$ cat src/rtl/mmu_ctl_pkg.sv
package mmu_ctl_pkg;

    localparam int DATA_W    = 32;
    localparam int ADDR_W    = 4;
    localparam int NUM_EVT   = 5;
    localparam int TTB_ALIGN = 14;
    localparam int SRST_LEN  = 16;

    localparam logic [7:0] REV_WORD = 8'h11;

    // word offsets
    localparam logic [ADDR_W-1:0] OFS_REV    = 4'd0;
    localparam logic [ADDR_W-1:0] OFS_SYSCFG = 4'd1;
    localparam logic [ADDR_W-1:0] OFS_SYSSTA = 4'd2;
    localparam logic [ADDR_W-1:0] OFS_ISTAT  = 4'd3;
    localparam logic [ADDR_W-1:0] OFS_IEN    = 4'd4;
    localparam logic [ADDR_W-1:0] OFS_CTL    = 4'd5;
    localparam logic [ADDR_W-1:0] OFS_FADDR  = 4'd6;
    localparam logic [ADDR_W-1:0] OFS_TTB    = 4'd7;

    // sysconfig field positions
    localparam int CFG_AUTO_BIT  = 0;
    localparam int CFG_SRST_BIT  = 1;
    localparam int CFG_IDLE_LSB  = 3;

    typedef enum logic [1:0] {
        IDLE_FORCE = 2'd0,
        IDLE_NONE  = 2'd1,
        IDLE_SMART = 2'd2
    } idle_mode_e;

    typedef struct packed {
        idle_mode_e idle;
        logic       auto_idle;
    } syscfg_t;

    // msb first: emulator lookup, walker, datapath
    typedef struct packed {
        logic emu_lookup;
        logic walk_en;
        logic xlat_en;
    } ctl_t;

    localparam logic [DATA_W-1:0] TTB_MASK = {{(DATA_W-TTB_ALIGN){1'b1}}, {TTB_ALIGN{1'b0}}};

    function automatic logic idle_code_legal(input logic [1:0] code);
        return code != 2'd3;
    endfunction

endpackage

$ cat src/rtl/mmu_srst_seq.sv
module mmu_srst_seq #(
    parameter int CYCLES = 16
) (
    input  logic clk,
    input  logic rst,
    input  logic start,
    output logic busy
);
    localparam int CW = (CYCLES > 1) ? $clog2(CYCLES) : 1;
    localparam logic [CW-1:0] LAST = CW'(CYCLES - 1);

    logic [CW-1:0] remain;

    always_ff @(posedge clk) begin
        if (rst) begin
            busy   <= 1'b0;
            remain <= '0;
        end else if (!busy) begin
            if (start) begin
                busy   <= 1'b1;
                remain <= LAST;
            end
        end else if (remain == '0) begin
            busy <= 1'b0;
        end else begin
            remain <= remain - 1'b1;
        end
    end
endmodule

$ cat src/rtl/mmu_irq_unit.sv
module mmu_irq_unit #(
    parameter int N  = 5,
    parameter int AW = 32
) (
    input  logic          clk,
    input  logic          rst,
    input  logic          clr,
    input  logic          hold,
    input  logic [N-1:0]  evt,
    input  logic [AW-1:0] evt_addr,
    input  logic          stat_wr,
    input  logic          en_wr,
    input  logic [N-1:0]  wdata,
    output logic [N-1:0]  stat,
    output logic [N-1:0]  en,
    output logic [AW-1:0] fault_addr,
    output logic          irq
);
    logic [N-1:0] w1c_mask;
    logic         capture;

    assign w1c_mask = stat_wr ? wdata : '0;
    assign capture  = |(evt & en);

    always_ff @(posedge clk) begin
        if (rst || clr) begin
            stat       <= '0;
            en         <= '0;
            fault_addr <= '0;
        end else if (!hold) begin
            stat <= (stat & ~w1c_mask) | evt;
            if (en_wr)   en         <= wdata;
            if (capture) fault_addr <= evt_addr;
        end
    end

    assign irq = |(stat & en);
endmodule

$ cat src/rtl/mmu_ctl_regs.sv
module mmu_ctl_regs
    import mmu_ctl_pkg::*;
#(
    parameter int SRST_CYCLES = SRST_LEN
) (
    input  logic              clk,
    input  logic              rst,
    input  logic              reg_wr,
    input  logic [ADDR_W-1:0] reg_addr,
    input  logic [DATA_W-1:0] reg_wdata,
    output logic [DATA_W-1:0] reg_rdata,
    input  logic [NUM_EVT-1:0] evt_in,
    input  logic [DATA_W-1:0] evt_addr,
    output logic              irq,
    output logic [2:0]        ctl_en,
    output logic [1:0]        idle_mode,
    output logic              auto_idle,
    output logic [DATA_W-1:0] table_base
);
    syscfg_t             cfg_q;
    ctl_t                ctl_q;
    logic [DATA_W-1:0]   ttb_q;
    logic [NUM_EVT-1:0]  irq_stat;
    logic [NUM_EVT-1:0]  irq_en;
    logic [DATA_W-1:0]   flt_addr;
    logic                srst_busy;
    logic                srst_start;
    logic                wr_ok;
    logic                unused_wbits;

    assign wr_ok      = reg_wr && !srst_busy;
    assign srst_start = wr_ok && (reg_addr == OFS_SYSCFG) && reg_wdata[CFG_SRST_BIT];
    assign unused_wbits = ^reg_wdata[TTB_ALIGN-1:NUM_EVT];

    mmu_srst_seq #(.CYCLES(SRST_CYCLES)) u_srst (
        .clk   (clk),
        .rst   (rst),
        .start (srst_start),
        .busy  (srst_busy)
    );

    mmu_irq_unit #(.N(NUM_EVT), .AW(DATA_W)) u_irq (
        .clk        (clk),
        .rst        (rst),
        .clr        (srst_start),
        .hold       (srst_busy),
        .evt        (evt_in),
        .evt_addr   (evt_addr),
        .stat_wr    (wr_ok && reg_addr == OFS_ISTAT),
        .en_wr      (wr_ok && reg_addr == OFS_IEN),
        .wdata      (reg_wdata[NUM_EVT-1:0]),
        .stat       (irq_stat),
        .en         (irq_en),
        .fault_addr (flt_addr),
        .irq        (irq)
    );

    always_ff @(posedge clk) begin
        if (rst || srst_start) begin
            cfg_q <= '{idle: IDLE_FORCE, auto_idle: 1'b0};
            ctl_q <= '0;
            ttb_q <= '0;
        end else if (wr_ok) begin
            case (reg_addr)
                OFS_SYSCFG: begin
                    cfg_q.auto_idle <= reg_wdata[CFG_AUTO_BIT];
                    if (idle_code_legal(reg_wdata[CFG_IDLE_LSB +: 2]))
                        cfg_q.idle <= idle_mode_e'(reg_wdata[CFG_IDLE_LSB +: 2]);
                end
                OFS_CTL: ctl_q <= ctl_t'(reg_wdata[3:1]);
                OFS_TTB: ttb_q <= reg_wdata & TTB_MASK;
                default: ;
            endcase
        end
    end

    always_comb begin
        reg_rdata = '0;
        case (reg_addr)
            OFS_REV:    reg_rdata[7:0] = REV_WORD;
            OFS_SYSCFG: begin
                reg_rdata[CFG_AUTO_BIT]       = cfg_q.auto_idle;
                reg_rdata[CFG_SRST_BIT]       = srst_busy;
                reg_rdata[CFG_IDLE_LSB +: 2]  = cfg_q.idle;
            end
            OFS_SYSSTA: reg_rdata[0]          = !srst_busy;
            OFS_ISTAT:  reg_rdata[NUM_EVT-1:0] = irq_stat;
            OFS_IEN:    reg_rdata[NUM_EVT-1:0] = irq_en;
            OFS_CTL:    reg_rdata[3:1]        = ctl_q;
            OFS_FADDR:  reg_rdata             = flt_addr;
            OFS_TTB:    reg_rdata             = ttb_q;
            default:    reg_rdata             = '0;
        endcase
    end

    assign ctl_en     = ctl_q;
    assign idle_mode  = cfg_q.idle;
    assign auto_idle  = cfg_q.auto_idle;
    assign table_base = ttb_q;
endmodule

$ cat config.mk
export PLATFORM = sky130hd
export DESIGN_NAME = mmu_ctl_regs
export DESIGN_NICKNAME = d
export VERILOG_FILES = /design/src/rtl/mmu_ctl_pkg.sv /design/src/rtl/mmu_srst_seq.sv /design/src/rtl/mmu_irq_unit.sv /design/src/rtl/mmu_ctl_regs.sv
export SDC_FILE = /design/constraint.sdc
export NUM_CORES = 1
export LEC_CHECK = 0
export BUFFER_PORTS_ARGS = -buffer_cell sky130_fd_sc_hd__buf_4
export CAP_MARGIN = 5
export CELL_PAD_IN_SITES_DETAIL_PLACEMENT = 1
export CELL_PAD_IN_SITES_GLOBAL_PLACEMENT = 1
export CORE_MARGIN = 8
export CORE_UTILIZATION = 34
export CTS_BUF_LIST = sky130_fd_sc_hd__clkbuf_2 sky130_fd_sc_hd__clkbuf_4 sky130_fd_sc_hd__clkbuf_8
export DETAILED_ROUTE_END_ITERATION = 6
export GPL_ROUTABILITY_DRIVEN = 0
export GPL_TIMING_DRIVEN = 0
export PLACE_DENSITY = 0.8
export SLEW_MARGIN = 20
export SYNTH_ARGS = -nofsm -noshare
export SYNTH_HDL_FRONTEND = slang
export SYNTH_SLANG_ARGS = --single-unit
$ cat constraint.sdc
create_clock -name clk -period 2.2 [get_ports clk]
set_input_delay 0 -clock clk [delete_from_list [all_inputs] [get_ports clk]]
set_output_delay 0 -clock clk [all_outputs]
set_load 0.005 [all_outputs]
==> impl_metrics.tcl, run 1 <==
set metrics [dict create \
    status "finished, final reports clean" \
    holdWs_ps 24.12 \
    cts_tree "built" \
    synth_edf_count 0 \
    rsz0062_at_grt "false" \
    hold_viol_final 0 \
    max_freq_mhz 496.5 \
    htree_num_levels 3 \
    relSlewSlack_pct 45.30 \
    final_nets 693 \
    clk_pin_slew_ps 90 \
    antenna_left 0 \
    worst_pin_slew_ps 818.4 \
    postSynthAreaPerCell_um2 8.166 \
    ys_types 50 \
    postCtsSetupBuffers 0 \
    finClkSkew_ps 15.40 \
    nFillCells 1161 \
    post-route-period-util_pct 91.55 \
    synth_area_leaders "dfxtp_1 42%, nand2_1 13%, a21oi_1 9.1%" \
    portBuffers 120 \
    worstSetupEndpointType "flop" \
    placed_area_um2 4464 \
    post-route-util_pct 54.83 \
    grt_max_degree 14 \
    fin_setup_tns_ps 0 \
    wl_per_cell_um 18.77 \
    area_growth_pct 58.59 \
    row_count 36 \
    cp_max_fo 10 \
    min_period_ps 2014 \
    clock_tree.buffer_depth 2 \
    yosys.area.top_type "dfxtp_1" \
    setup-violations-final 0 \
    crit_required_ps 2490 \
    diodes 0 \
    async_flop_share_pct 0 \
    place_inst 676 \
    synth_top_flop_cell "dfxtp_1" \
    grt.overflow.total 0 \
    hold_class "input pin to flop" \
    cts.sinks 71 \
    dieArea_um2 13280 \
    clk_root_buffer_cell "clkbuf_8" \
    core_region_area_um2 9684 \
    crit_path_start_kind "flop" \
    drv_cap 0 \
    drv_slew 0 \
    start_util_pct 34.57 \
    pin_count 147 \
    layoutNonFillerInstCount 753 \
    place_hpwl_mm 9.324 \
    clock_latency_ps 350 \
    stdcell_area_um2 5310 \
    wl_mm 14.14 \
    seq_area_um2 1421 \
    grt_pass1_vias 4198 \
    drc 0 \
    crit_type "flop to flop" \
    synth_seq_area_share_pct 42.45 \
    die-height_um 115.2 \
    die_x_um 115.2 \
    syn-cell-area_um2 3348 \
    ys_ff_latch 71 \
    yosysWarnings 0 \
    synthCells 410 \
    p_leak_nw 2.238 \
    vias 3722 \
    viasPerCell 4.943 \
    drive_above_1_share_pct 29.03 \
    grt_use_total_pct 21.27 \
    synth_top_area_share_pct 42.45 \
    antenna_found_initial 0 \
    cp.arrival_ps 2300 \
    grt_pass1_wl_mm 21.99 \
    drtPass1Iterations 4 \
    cts_buffers 9 \
    power_density_nw_per_um2 562.2 \
    ir_worst_vdd_uv 269.8 \
    multi_input_area_um2 1672 \
    first_iter_violations 161 \
]
-- timing repair --
action | 4_1_cts | 5_1_grt
hold buffers | 61 | 0
endpoints found under the setup margin | 0 | 1
gates resized for setup | 0 | 1
endpoints found under the hold margin | 69 | 0
-- layout make-up --
type                       instances  area share [%]
multi-input combinational        303           31.48
timing repair buffer             181           28.46
sequential                        71           26.77
buffer                            42           5.325
tap                              133           3.134
clock buffer                      10           2.592
clock inverter                     6           1.744
inverter                           7          0.4948
-- path summary, 6_finish.rpt --
path	cells past startpoint	to	slack (ps)	startpoint
max	5	u_irq.fault_addr[24]	190	u_irq.en[2]
min	3	u_irq.stat[3]	20	evt_in[3]
max reg2reg	5	u_irq.fault_addr[24]	190	u_irq.en[2]
min reg2reg	2	u_irq.fault_addr[18]	460	u_irq.fault_addr[18]
-- metrics by stage --
step	setup slack, ps	power (mW)
4_1_cts	163.2	2.985
3_5_place_dp	200.6	1.679
2_1_floorplan	616.2	1.515
3_3_place_gp	278.8	1.671
5_1_grt	74.23	3.097
6_report	185.8	2.985
-- flip-flops by register name (all words and copies together), names as in the netlist --
register,cells
u_irq.fault_addr,32
table_base,18
u_irq.en,5
u_irq.stat,5
u_srst.remain,4
ctl_en,3
idle_mode,2
auto_idle,1
u_srst.busy,1
-- critical path, stage by stage (launching register included) --
cell and delay (ps):
dfxtp_1 420, a22oi_1 140, a41oi_1 620, clkbuf_1 480, nand2_1 130, a21oi_1 160
-- cell usage after synthesis (all sizes together), types with 2 or more instances --
master	number
nand2	115
dfxtp	71
a21oi	61
buf	34
a22o	19
and2	10
nor2	10
clkbuf	8
mux2i	8
inv	7
nor3	7
nand3	5
nor2b	5
o21a	4
a211oi	3
a21boi	3
a221oi	3
nand2b	3
o21ai	3
a21bo	2
a22oi	2
ha	2
nand3b	2
nor4	2
xnor2	2
-- layout by cell type, fill, tap and decap left out, drive strengths merged, types with 3 or more instances in the layout --
cell type,netlist,routed
mux2i,8,8
o21a,4,4
a21boi,3,3
dfxtp,71,71
clkbuf,8,18
nor3,7,7
inv,7,8
nand3,5,5
buf,34,154
nor2,10,10
a211oi,3,3
a22o,19,19
a221oi,3,3
o21ai,3,3
nor2b,5,5
conb,1,14
nand2b,3,3
dlygate4sd3,0,61
a21oi,61,61
and2,10,10
nand2,115,115
-- where the power goes --
group | switching [mW] | internal, mW | leakage (nW)
Clock | 0.558 | 0.676 | 0.109
Combinational | 0.183 | 0.237 | 1.55
Sequential | 0.0213 | 1.31 | 0.575
-- kinds of logic after synthesis --
family	count (synthesis)	share of synthesized area [%]
AOI/OAI and AO/OA	109	21.52
xor gates and xnor gates	2	0.5233
adders and majority gates	2	0.7473
buffers and inverters	49	9.230
DFF	71	42.45
muxes	9	2.728
other	1	0.1120
and+or+nand+nor	167	22.68
-- layer usage --
layer / routed length (µm) / global-route usage, % / vias up / share of wire, %
li1: - / - / 1788 / -
met1: 5650 / 23.08 / 1799 / 40
met2: 7423 / 39.67 / 118 / 53
met3: 857 / 5.042 / 17 / 6.1
met4: 205 / 6.655 / 0 / 1.5
met5: 0 / 0 / - / 0
Note: power is estimated with default switching activity, not from simulation.
==> inputs of run 2 (changes only) <==
==> constraint.sdc (replaced) <==
create_clock -name clk -period 2.2 [get_ports clk]
set_input_delay 0.44 -clock clk [delete_from_list [all_inputs] [get_ports clk]]
set_output_delay 0.44 -clock clk [all_outputs]
set_load 0.005 [all_outputs]
==> impl_metrics.tcl, run 2 (same netlist as run 1, synthesis figures left out) <==
set metrics [dict create \
    status "finished, final reports clean" \
    min_period_ps 2118 \
    rsz0062_at_grt "false" \
    hold_class "input pin to flop" \
    area_growth_pct 41.55 \
    viasPerCell 4.960 \
    place_inst 676 \
    final_cell_mix "140 x buf_4, 115 x nand2_1, 71 x dfxtp_1" \
    max_freq_mhz 472.1 \
    p_leak_nw 2.006 \
    worst_path_max_delay_cell "and2b_2" \
    largest_reg_flops 32 \
    worst-path-buf-inv 3 \
    grt.overflow.total 0 \
    clk_root_buffer_cell "clkbuf_8" \
    ctsHoldBuffers 0 \
    crit_family "simple AND/OR/NAND/NOR gates" \
    crit_type "input pin to output pin" \
    hold_viol_final 0 \
    top_register "u_irq.fault_addr" \
    cts.sinks 71 \
    post-route-period-util_pct 96.28 \
    crit_chain "buf_4 > and2b_2 > nand2b_1 > nor2_4 > buf_4 > a22o_1 > buf_4" \
    cts_tree "built" \
    p_seq_share_pct 46.2 \
    ir_worst_vdd_uv 270.8 \
    r2r_setup_slack_ps 170 \
    drv_slew 0 \
    die-height_um 115.2 \
    layoutNonFillerInstCount 693 \
    drc 0 \
    cp.arrival_ps 1680 \
    finClkSkew_ps 16.81 \
    grt_max_degree 14 \
    first_iter_violations 149 \
    drtPass1Iterations 4 \
    cp_max_fo 9 \
    seq_area_um2 1421 \
    wl_per_cell_um 17.62 \
    wl_mm 12.21 \
    worstSetupEndpointType "output pin" \
    antenna_left 0 \
    core_region_area_um2 9684 \
    stdcell_area_um2 4740 \
    start_util_pct 34.57 \
    clk_pin_slew_ps 80 \
    worst_slack_ps 81.91 \
    p_switching_uw 730.0 \
    antenna_found_initial 0 \
    relSlewSlack_pct 52.33 \
    pin_count 147 \
    power_density_nw_per_um2 608.8 \
    row_count 36 \
    worst_pin_slew_ps 705.8 \
    portBuffers 120 \
    placed_area_um2 4464 \
    vias 3437 \
    p_comb_share_pct 11.3 \
    cts_buffers 9 \
    crit_required_ps 1760 \
    nFillCells 1200 \
    clock_tree.buffer_depth 2 \
    critPathMostFrequentCell "buf_4" \
    diodes 0 \
    grt_use_total_pct 18.39 \
    multi_input_area_um2 1682 \
    dieArea_um2 13280 \
    p_clk_share_pct 42.6 \
    cp_slowest_stage_delay_ps 260 \
    drv_cap 0 \
    die_x_um 115.2 \
    grt_pass1_vias 3763 \
    p_int_mw 2.156 \
    grt_pass1_wl_mm 19.24 \
    p_sw_share_pct 25.30 \
    pre_cts_slack_ps -423.5 \
    place_hpwl_mm 9.324 \
    layout_commonest_cell "buf_4" \
    final_nets 633 \
    clock_latency_ps 360 \
    htree_num_levels 3 \
    drive_above_1_share_pct 32.86 \
    crit_path_start_kind "input pin" \
    setup-violations-final 0 \
]
## run 2: routing by layer
metal  share of wire (%)  vias to the layer above  GRT usage [%]
met5                   0                        -              0
met4                 1.8                        0          5.692
met3                 7.4                       19          5.410
met2                  49                      115          32.03
met1                  42                     1641          21.15
li1                    -                     1662              -
## run 2: area by class of cell
class,instances,area share [%]
repair buffers,122,19.32
clock inverters,6,1.954
flip-flops and latches,71,29.99
multi-input cells,303,35.48
well taps,133,3.511
clock buffers,10,2.904
plain buffers,41,6.283
inverters,7,0.5544
## run 2: metrics by stage
step           hold WS (ps)  total power [mW]  setup TNS (ps)  util, %
5_1_grt               312.2             3.001               0    48.94
3_3_place_gp          439.7             1.671           -7510    46.10
4_1_cts               302.3             2.901               0    48.82
2_1_floorplan         429.2             1.515               0        -
3_5_place_dp          451.9             1.679           -8116    46.10
6_report              316.4             2.886               0    48.94
## run 2: power by group through the flow
stage | clock [mW] | combinational [mW] | sequential (mW)
2_1_floorplan | 0 | 0.160 | 1.35
3_3_place_gp | 0 | 0.311 | 1.36
3_5_place_dp | 0 | 0.318 | 1.36
4_1_cts | 1.24 | 0.325 | 1.33
5_1_grt | 1.31 | 0.354 | 1.34
6_report | 1.23 | 0.325 | 1.33
## run 2: final timing paths
| kind | from | end | cells past startpoint |
|---|---|---|---|
| worst max-delay path | reg_addr[0] | reg_rdata[18] | 7 |
| worst min-delay path | rst | u_srst.remain[2] | 2 |
| worst max register to register | u_irq.en[2] | u_irq.fault_addr[24] | 5 |
| worst min register to register | u_irq.fault_addr[9] | u_irq.fault_addr[9] | 2 |
## run 2: what timing repair did
item / in CTS / in global routing
endpoints found under the hold margin: 0 / 0
setup buffers: 2 / 0
pin swaps: 1 / 1
gates resized for setup: 8 / 7
endpoints found under the setup margin: 30 / 21
## run 2: worst reg2reg max path, delay by kind of cell (launching register included)
| kind | cells | cell delay [ps] |
|---|---|---|
| AO/OA/AOI/OAI | 3 | 920 |
| buffers and inverters | 1 | 480 |
| flip-flops | 1 | 430 |
| AND/OR/NAND/NOR | 1 | 140 |
